**src/rtl/npc_pkg.sv**
```systemverilog
package npc_pkg;

   localparam int CYC_W = 3;

   typedef enum logic [3:0] {
      OP_SEQ    = 4'd0,
      OP_RJMP   = 4'd1,
      OP_RCALL  = 4'd2,
      OP_IJMP   = 4'd3,
      OP_ICALL  = 4'd4,
      OP_BRANCH = 4'd5,
      OP_SKIP   = 4'd6,
      OP_RET    = 4'd7,
      OP_RETI   = 4'd8
   } npc_op_e;

endpackage

```
**src/rtl/npc_target.sv**
```systemverilog
module npc_target #(
   parameter int PC_W      = 10,
   parameter int BR_OFF_W  = 7,
   parameter int JMP_OFF_W = 12,
   parameter int PTR_W     = 16
) (
   input  logic [PC_W-1:0]      pc_i,
   input  logic [JMP_OFF_W-1:0] off_i,
   input  logic [PTR_W-1:0]     ptr_i,
   output logic [PC_W-1:0]      step1_o,
   output logic [PC_W-1:0]      step2_o,
   output logic [PC_W-1:0]      step3_o,
   output logic [PC_W-1:0]      rel_o,
   output logic [PC_W-1:0]      br_o,
   output logic [PC_W-1:0]      ind_o
);

   logic [BR_OFF_W-1:0] br_field;
   logic [PC_W-1:0]     jmp_disp;
   logic [PC_W-1:0]     br_disp;

   assign br_field = off_i[BR_OFF_W-1:0];
   assign jmp_disp = PC_W'($signed(off_i));
   assign br_disp  = PC_W'($signed(br_field));

   assign step1_o = pc_i + PC_W'(1);
   assign step2_o = pc_i + PC_W'(2);
   assign step3_o = pc_i + PC_W'(3);
   assign rel_o   = step1_o + jmp_disp;
   assign br_o    = step1_o + br_disp;

   generate
      if (PC_W <= PTR_W) begin : g_ptr_trunc
         assign ind_o = ptr_i[PC_W-1:0];
         if (PC_W < PTR_W) begin : g_ptr_drop
            logic unused_ptr_hi;
            assign unused_ptr_hi = ^ptr_i[PTR_W-1:PC_W];
         end
      end else begin : g_ptr_zext
         assign ind_o = {{(PC_W-PTR_W){1'b0}}, ptr_i};
      end
   endgenerate

endmodule

```
**src/rtl/npc_cond.sv**
```systemverilog
module npc_cond #(
   parameter int SREG_W = 8
) (
   input  logic [SREG_W-1:0]         sreg_i,
   input  logic [$clog2(SREG_W)-1:0] sel_i,
   input  logic                      pol_i,
   output logic                      pass_o
);

   localparam int SEL_W = $clog2(SREG_W);

   logic [SREG_W-1:0] hit;

   generate
      for (genvar i = 0; i < SREG_W; i++) begin : g_bit
         assign hit[i] = (sel_i == SEL_W'(i)) && (sreg_i[i] == pol_i);
      end
   endgenerate

   assign pass_o = |hit;

endmodule

```
**src/rtl/npc_cycles.sv**
```systemverilog
module npc_cycles
   import npc_pkg::*;
#(
   parameter int PC_W = 10
) (
   input  npc_op_e          op_i,
   input  logic             br_pass_i,
   input  logic             skip_hit_i,
   input  logic             two_word_i,
   output logic [CYC_W-1:0] cyc_o
);

   logic [CYC_W-1:0] call_cyc;
   logic [CYC_W-1:0] ret_cyc;

   generate
      if (PC_W > 16) begin : g_wide_stack
         assign call_cyc = CYC_W'(4);
         assign ret_cyc  = CYC_W'(5);
      end else begin : g_narrow_stack
         assign call_cyc = CYC_W'(3);
         assign ret_cyc  = CYC_W'(4);
      end
   endgenerate

   always_comb begin
      case (op_i)
         OP_RJMP, OP_IJMP:   cyc_o = CYC_W'(2);
         OP_RCALL, OP_ICALL: cyc_o = call_cyc;
         OP_RET, OP_RETI:    cyc_o = ret_cyc;
         OP_BRANCH:          cyc_o = br_pass_i ? CYC_W'(2) : CYC_W'(1);
         OP_SKIP: begin
            if (!skip_hit_i)     cyc_o = CYC_W'(1);
            else if (two_word_i) cyc_o = CYC_W'(3);
            else                 cyc_o = CYC_W'(2);
         end
         default:            cyc_o = CYC_W'(1);
      endcase
   end

endmodule

```
**src/rtl/npc_unit.sv**
```systemverilog
module npc_unit
   import npc_pkg::*;
#(
   parameter int PC_W      = 10,
   parameter int BR_OFF_W  = 7,
   parameter int JMP_OFF_W = 12
) (
   input  logic                 clk,
   input  logic                 rst_n,
   input  logic [PC_W-1:0]      pc_cur,
   input  logic [3:0]           op_class,
   input  logic [JMP_OFF_W-1:0] offset,
   input  logic [15:0]          z_ptr,
   input  logic [PC_W-1:0]      ret_addr,
   input  logic [7:0]           sreg,
   input  logic [2:0]           bit_sel,
   input  logic                 bit_pol,
   input  logic                 skip_cond,
   input  logic                 next_two_word,
   output logic [PC_W-1:0]      pc_next,
   output logic                 taken,
   output logic [CYC_W-1:0]     cycles,
   output logic                 set_ie
);

   generate
      if (PC_W < 2 || PC_W > 22) begin : g_bad_pc_w
         $error("npc_unit: PC_W must lie in 2..22");
      end
      if (BR_OFF_W < 2 || BR_OFF_W > JMP_OFF_W) begin : g_bad_br_w
         $error("npc_unit: BR_OFF_W must lie in 2..JMP_OFF_W");
      end
      if (JMP_OFF_W < 2 || JMP_OFF_W > 24) begin : g_bad_jmp_w
         $error("npc_unit: JMP_OFF_W must lie in 2..24");
      end
   endgenerate

   npc_op_e          op;
   logic [PC_W-1:0]  step1, step2, step3, rel_tgt, br_tgt, ind_tgt;
   logic             br_pass;
   logic [CYC_W-1:0] cyc_d;
   logic [PC_W-1:0]  pc_d;
   logic             taken_d;
   logic             ie_d;

   assign op = npc_op_e'(op_class);

   npc_target #(
      .PC_W      (PC_W),
      .BR_OFF_W  (BR_OFF_W),
      .JMP_OFF_W (JMP_OFF_W),
      .PTR_W     (16)
   ) u_target (
      .pc_i    (pc_cur),
      .off_i   (offset),
      .ptr_i   (z_ptr),
      .step1_o (step1),
      .step2_o (step2),
      .step3_o (step3),
      .rel_o   (rel_tgt),
      .br_o    (br_tgt),
      .ind_o   (ind_tgt)
   );

   npc_cond #(
      .SREG_W (8)
   ) u_cond (
      .sreg_i (sreg),
      .sel_i  (bit_sel),
      .pol_i  (bit_pol),
      .pass_o (br_pass)
   );

   npc_cycles #(
      .PC_W (PC_W)
   ) u_cycles (
      .op_i       (op),
      .br_pass_i  (br_pass),
      .skip_hit_i (skip_cond),
      .two_word_i (next_two_word),
      .cyc_o      (cyc_d)
   );

   always_comb begin
      pc_d    = step1;
      taken_d = 1'b0;
      ie_d    = 1'b0;
      case (op)
         OP_RJMP, OP_RCALL: begin
            pc_d    = rel_tgt;
            taken_d = 1'b1;
         end
         OP_IJMP, OP_ICALL: begin
            pc_d    = ind_tgt;
            taken_d = 1'b1;
         end
         OP_BRANCH: begin
            pc_d    = br_pass ? br_tgt : step1;
            taken_d = br_pass;
         end
         OP_SKIP: begin
            if (skip_cond) pc_d = next_two_word ? step3 : step2;
            taken_d = skip_cond;
         end
         OP_RET: begin
            pc_d    = ret_addr;
            taken_d = 1'b1;
         end
         OP_RETI: begin
            pc_d    = ret_addr;
            taken_d = 1'b1;
            ie_d    = 1'b1;
         end
         default: ;
      endcase
   end

   always_ff @(posedge clk or negedge rst_n) begin
      if (!rst_n) begin
         pc_next <= '0;
         taken   <= 1'b0;
         cycles  <= '0;
         set_ie  <= 1'b0;
      end else begin
         pc_next <= pc_d;
         taken   <= taken_d;
         cycles  <= cyc_d;
         set_ie  <= ie_d;
      end
   end

endmodule

```
**config.mk**
```make
export PLATFORM = sky130hd
export DESIGN_NAME = npc_unit
export DESIGN_NICKNAME = d
export VERILOG_FILES = /design/src/rtl/npc_pkg.sv /design/src/rtl/npc_target.sv /design/src/rtl/npc_cond.sv /design/src/rtl/npc_cycles.sv /design/src/rtl/npc_unit.sv
export SDC_FILE = /design/constraint.sdc
export NUM_CORES = 1
export LEC_CHECK = 0
export BUFFER_PORTS_ARGS = -buffer_cell sky130_fd_sc_hd__buf_4
export CORE_UTILIZATION = 52
export DETAILED_ROUTE_END_ITERATION = 8
export PLACE_DENSITY = 0.94
export SYNTH_ARGS = -nofsm -noshare
export SYNTH_HDL_FRONTEND = slang
export SYNTH_SLANG_ARGS = --single-unit
```
**constraint.sdc**
```tcl
create_clock -name clk -period 0.8 [get_ports clk]
set_input_delay 0.04 -clock clk [delete_from_list [all_inputs] [get_ports clk]]
set_output_delay 0.04 -clock clk [all_outputs]
set_load 0.05 [all_outputs]
```
==> impl_summary.txt, run 1 <==
----------------------------------------------------
[Synth]
  Gate count after technology mapping ... 227
  Number of enable-type register cells in the synthesized netlist ... 0
  Synthesized cell area ... 1900 sq um
  Syn Nets ... 311
  Cell type with the highest aggregate area in the netlist ... sky130_fd_sc_hd__dfrtp_1
  Area share of the leading cell type in the synthesized netlist ... 0.197
  Synth cell types ... 49
  Most numerous cell types in the synthesized netlist ... sky130_fd_sc_hd__nor2_1, sky130_fd_sc_hd__nand2_1, sky130_fd_sc_hd__xor2_1
  Largest cells by area after synthesis ... sky130_fd_sc_hd__dfrtp_1, sky130_fd_sc_hd__ha_1, sky130_fd_sc_hd__xor2_1, sky130_fd_sc_hd__xnor2_1, sky130_fd_sc_hd__a21oi_1
  Synth warnings ... 0
  Syn avg cell area ... 8.38 sq um
  Sequential element share of the synthesized area ... 0.197
  Count of state elements after synthesis ... 15
  Top flip-flop cell by instance count after synthesis ... sky130_fd_sc_hd__dfrtp_1
  Most frequently used cell type in the post-synthesis netlist ... sky130_fd_sc_hd__nor2_1
  Asr flop ratio synth ... 1.00

[Placement]
  Post-DP HPWL ... 6830 um
  Instance area at placement ... 3190 sq um
  Final weighted congestion of routability-driven global placement ... 1.01
  Number of cells after detailed placement ... 417
  Number of I/O port buffers ... 74

[Die]
  Starting utilization of the core area ... 0.557
  Floorplan die height ... 62.5 um
  Number of core rows ... 21
  Ports ... 83
  Horizontal die dimension ... 62.5 um

[Clocking]
  Hold_buf cts ... 1
  Cell at the root of the clock tree ... sky130_fd_sc_hd__clkbuf_4
  H-Tree Depth ... 1
  Number of CTS-inserted buffers ... 3
  Sinks on Clock Net ... 15
  Clk buf depth ... 2
  Number of cells upsized or downsized after cts ... 75
  Number of post-CTS setup repair buffers ... 8

[Status]
  Outcome ... aborted with a tool error
  Halt point of the flow ... 4_1_cts
  First error ... [ERROR DPL-0038] Utilization greater than 100%, impossible to legalize

----------------------------------------------------
## through the flow
step / worst slack (ns) / hold WS [ns]
3_3_place_gp: -1.44 / -0.109
3_5_place_dp: -1.64 / -0.106
2_1_floorplan: -1.15 / -0.256
## logic make-up after synthesis
logic type	synth area share
AOI/OAI and AO/OA	0.243
xor gates and xnor gates	0.154
adders and majority gates	0.109
buffers and inverters	0.0539
DFF	0.197
muxes	0.0513
and+or+nand+nor	0.191
==> run 2: changes to the inputs <==
--- a/config.mk
+++ b/config.mk
@@ -6,9 +6,9 @@
 export NUM_CORES = 1
 export LEC_CHECK = 0
 export BUFFER_PORTS_ARGS = -buffer_cell sky130_fd_sc_hd__buf_4
-export CORE_UTILIZATION = 52
+export CORE_UTILIZATION = 37
 export DETAILED_ROUTE_END_ITERATION = 8
-export PLACE_DENSITY = 0.94
+export PLACE_DENSITY_LB_ADDON = 0.15
 export SYNTH_ARGS = -nofsm -noshare
 export SYNTH_HDL_FRONTEND = slang
 export SYNTH_SLANG_ARGS = --single-unit
==> run 2 against run 1 <==
The flow now finishes, with violations (negative setup slack). Area after synthesis unchanged. Synthesized cell count unchanged.
==> impl_summary.txt, run 2 <==
----------------------------------------------------
[Synth]
  Synth warnings ... 0 (unchanged)
  Synthesized cell area ... 1900 sq um (unchanged)
  Most numerous cell types in the synthesized netlist ... sky130_fd_sc_hd__nor2_1, sky130_fd_sc_hd__nand2_1, sky130_fd_sc_hd__xor2_1
  Synth cell types ... 49 (unchanged)
  Asr flop ratio synth ... 1.00 (unchanged)
  Cell type with the highest aggregate area in the netlist ... sky130_fd_sc_hd__dfrtp_1
  Area share of the leading cell type in the synthesized netlist ... 0.197 (unchanged)
  Most frequently used cell type in the post-synthesis netlist ... sky130_fd_sc_hd__nor2_1
  Syn Nets ... 311 (unchanged)
  Sequential element share of the synthesized area ... 0.197 (unchanged)
  Top flip-flop cell by instance count after synthesis ... sky130_fd_sc_hd__dfrtp_1
  Syn avg cell area ... 8.38 sq um (unchanged)
  Gate count after technology mapping ... 227 (unchanged)
  Count of state elements after synthesis ... 15 (unchanged)
  Largest cells by area after synthesis ... sky130_fd_sc_hd__dfrtp_1, sky130_fd_sc_hd__ha_1, sky130_fd_sc_hd__xor2_1, sky130_fd_sc_hd__xnor2_1, sky130_fd_sc_hd__a21oi_1
  Number of enable-type register cells in the synthesized netlist ... 0 (unchanged)

[GRT]
  Gr usage total ... 0.267
  Antenna violations before repair ... 0
  Number of global-route vias before repair ... 2344
  Wire length of the first global-routing pass ... 10800 um
  Maximum number of pins on one net before global-route repair ... 16
  Remaining global-route overflow ... 0

[Setup path]
  Startpoint-to-endpoint class of the critical path ... primary input to flop
  WP data arrival ... 2.12 ns
  Worst path depth ... 14
  Required time worst endpoint ... 0.93 ns
  Biggest cell delay along the critical path ... 0.33 ns
  WP buf/inv ... 4
  Critical-path cell with the highest stage delay ... sky130_fd_sc_hd__ha_4
  Maximum fanout count along the critical path ... 5
  Critical Path Sink Type ... flop
  Cell chain of the critical path ... buf_8, ha_4, nand4_1, xor2_1, inv_1, ha_4, buf_4, nand2_1, nor2_1, a211oi_1, buf_4, nor3_4, xnor2_1, o22ai_1
  Startpoint class of the critical path ... primary input
  Cell family contributing the most delay on the critical path ... buffers and inverters

[Layout]
  Most flops, register ... pc_next
  Count of filler cells inserted in the layout ... 325
  Layout Area Growth over Synthesis ... 101%
  Layout Cells excl Fill ... 457
  Sequential Area ... 375 sq um
  Flip-flop count of the largest register, all copies and words added ... 10
  Regs by FF count ... pc_next: 10 flops, cycles: 3 flops
  Number of nets in the final layout ... 475
  Diode count ... 0
  Post-route design area ... 3830 sq um
  Most used cells in the layout excluding fill and tap cells ... sky130_fd_sc_hd__buf_4, sky130_fd_sc_hd__buf_6, sky130_fd_sc_hd__nor2_1
  Share of cells above drive strength 1 ... 0.615
  Most common library cell in the layout ignoring fill and taps ... sky130_fd_sc_hd__buf_4
  Area of the multi-input gates ... 1900 sq um

[Die]
  Starting utilization of the core area ... 0.392 (-0.165)
  Floorplan die height ... 73.7 um (+18%)
  DIE AREA ... 5430 sq um
  Core area ... 4850 sq um
  Ports ... 83 (unchanged)
  Number of core rows ... 25 (+19%)
  Horizontal die dimension ... 73.7 um (+18%)

[Clocking]
  Sinks on Clock Net ... 15 (unchanged)
  Number of CTS-inserted buffers ... 3 (unchanged)
  Cell at the root of the clock tree ... sky130_fd_sc_hd__clkbuf_8
  Clk buf depth ... 2 (unchanged)
  TritonCTS clock tree ... built
  Clock-pin slew on the worst setup and hold paths ... 0.06 ns
  H-Tree Depth ... 1 (unchanged)

[Route]
  Final routed wire length divided by cell count ... 16.6 um
  Detail Route Antenna Nets ... 0
  Detailed-route vias per instance ... 5.28
  Drt first pass iters ... 6
  Total number of vias ... 2413
  Routed Wire Length ... 7570 um
  DR DRC count ... 0
  DR iter-0 viols ... 176

[Worst hold path]
  Type of the most critical hold path ... primary input to flop
  Number of stages on the worst hold path ... 3

[Placement]
  Instance area at placement ... 3250 sq um (+1.9%)
  Number of I/O port buffers ... 74 (unchanged)
  Post-DP HPWL ... 5580 um (-18%)
  Final weighted congestion of routability-driven global placement ... 0.882 (-13%)
  Number of cells after detailed placement ... 441 (+5.8%)

[Status]
  Outcome ... complete, but fails checks
  Violations in the final reports ... negative setup slack

[Timing]
  Actual slew at the worst max-slew pin ... 0.735 ns
  Max-slew headroom ... 0.506
  Endpoints failing hold ... 0
  Max Transition Viols Final ... 0
  Worst Setup Slack, final ... -1.19 ns
  Minimum clock period ... 1.99 ns
  Setup Viol. Count Final ... 25
  Crit share post-route ... 2.49
  Highest clock frequency the design can meet ... 0.502 GHz
  Total Neg Setup Slack ... -10.73 ns
  Unrepaired setup endpoints after global routing ... yes

[Power and ir drop]
  Worst ir drop on vdd ... 0.770 mV
  Power Dens Cells ... 1160 nW/um^2
  Overall power ... 4.44 mW
  Leakage power total ... 1.73 nW

[Job]
  Maximum capacitance violations ... 0

----------------------------------------------------
[run 2: cell counts after synthesis]
No cell type changed its count.
[run 2: power breakdown]
part / leakage, nW / internal (mW) / switching [mW] / total [mW]
sequential: 0.183 / 0.858 / 0.0472 / 0.905
clock: 0.0228 / 0.352 / 0.239 / 0.591
combinational: 1.52 / 1.44 / 1.50 / 2.94
total: 1.73 / 2.65 / 1.79 / 4.44
[run 2: final timing paths]
kind,to,start,slack [ns]
max in group asynchronous,pc_next[7],rst_n,0.45
worst min-delay path,pc_next[5],ret_addr[5],0.06
worst max-delay path,pc_next[9],pc_cur[1],-1.19
min in group asynchronous,cycles[2],rst_n,0.18
[run 2: cells by family (layout without fill, tap and decap cells)]
kind of cell               after synthesis  after routing  share of synthesized area
AOI/OAI and AO/OA                       64             64                      0.243
muxes                                    6              6                     0.0513
and+or+nand+nor                         74             74                      0.191
xor gates and xnor gates                31             31                      0.154
adders and majority gates               16             16                      0.109
buffers and inverters                   21            184                     0.0539
DFF                                     15             15                      0.197
[run 2: layout make-up]
cell class                 instances  area share
multi-input combinational        191       0.495
clock buffer                       4      0.0118
inverter                          13      0.0134
sequential                        15      0.0980
tap                               67      0.0219
timing repair buffer             167       0.360
[run 2: per-stage QoR]
| step | hold slack, ns | worst slack, ns | util |
|---|---|---|---|
| 6_report | 0.0649 | -1.19 | 0.790 |
| 5_1_grt | 0.0707 | -1.27 | 0.790 |
| 4_1_cts | 0.0676 | -1.10 | 0.741 |
| 3_5_place_dp | -0.105 | -1.51 | 0.671 |
| 3_3_place_gp | -0.107 | -1.45 | 0.671 |
| 2_1_floorplan | -0.256 | -1.15 | - |
[run 2: metal layers]
layer  wire, um  up-vias  GRT usage
li1           -     1165          -
met1       3060     1124      0.334
met2       3840      101      0.466
met3        391       23     0.0192
met4        289        0      0.122
met5          0        -          0
[run 2: what timing repair did]
item | CTS | global route
setup buffers | 8 | 3
setup endpoints to repair | 28 | 29
pin swaps | 25 | 25
hold buffers | 1 | 0
endpoints found under the hold margin | 15 | 0
gates resized for setup | 54 | 35
[run 2: worst min-delay path: stages]
cell and delay, ns:
sky130_fd_sc_hd__buf_4 0.08, sky130_fd_sc_hd__a222oi_1 0.07, sky130_fd_sc_hd__o221ai_2 0.08
Note: power is estimated with default switching activity, not from simulation.
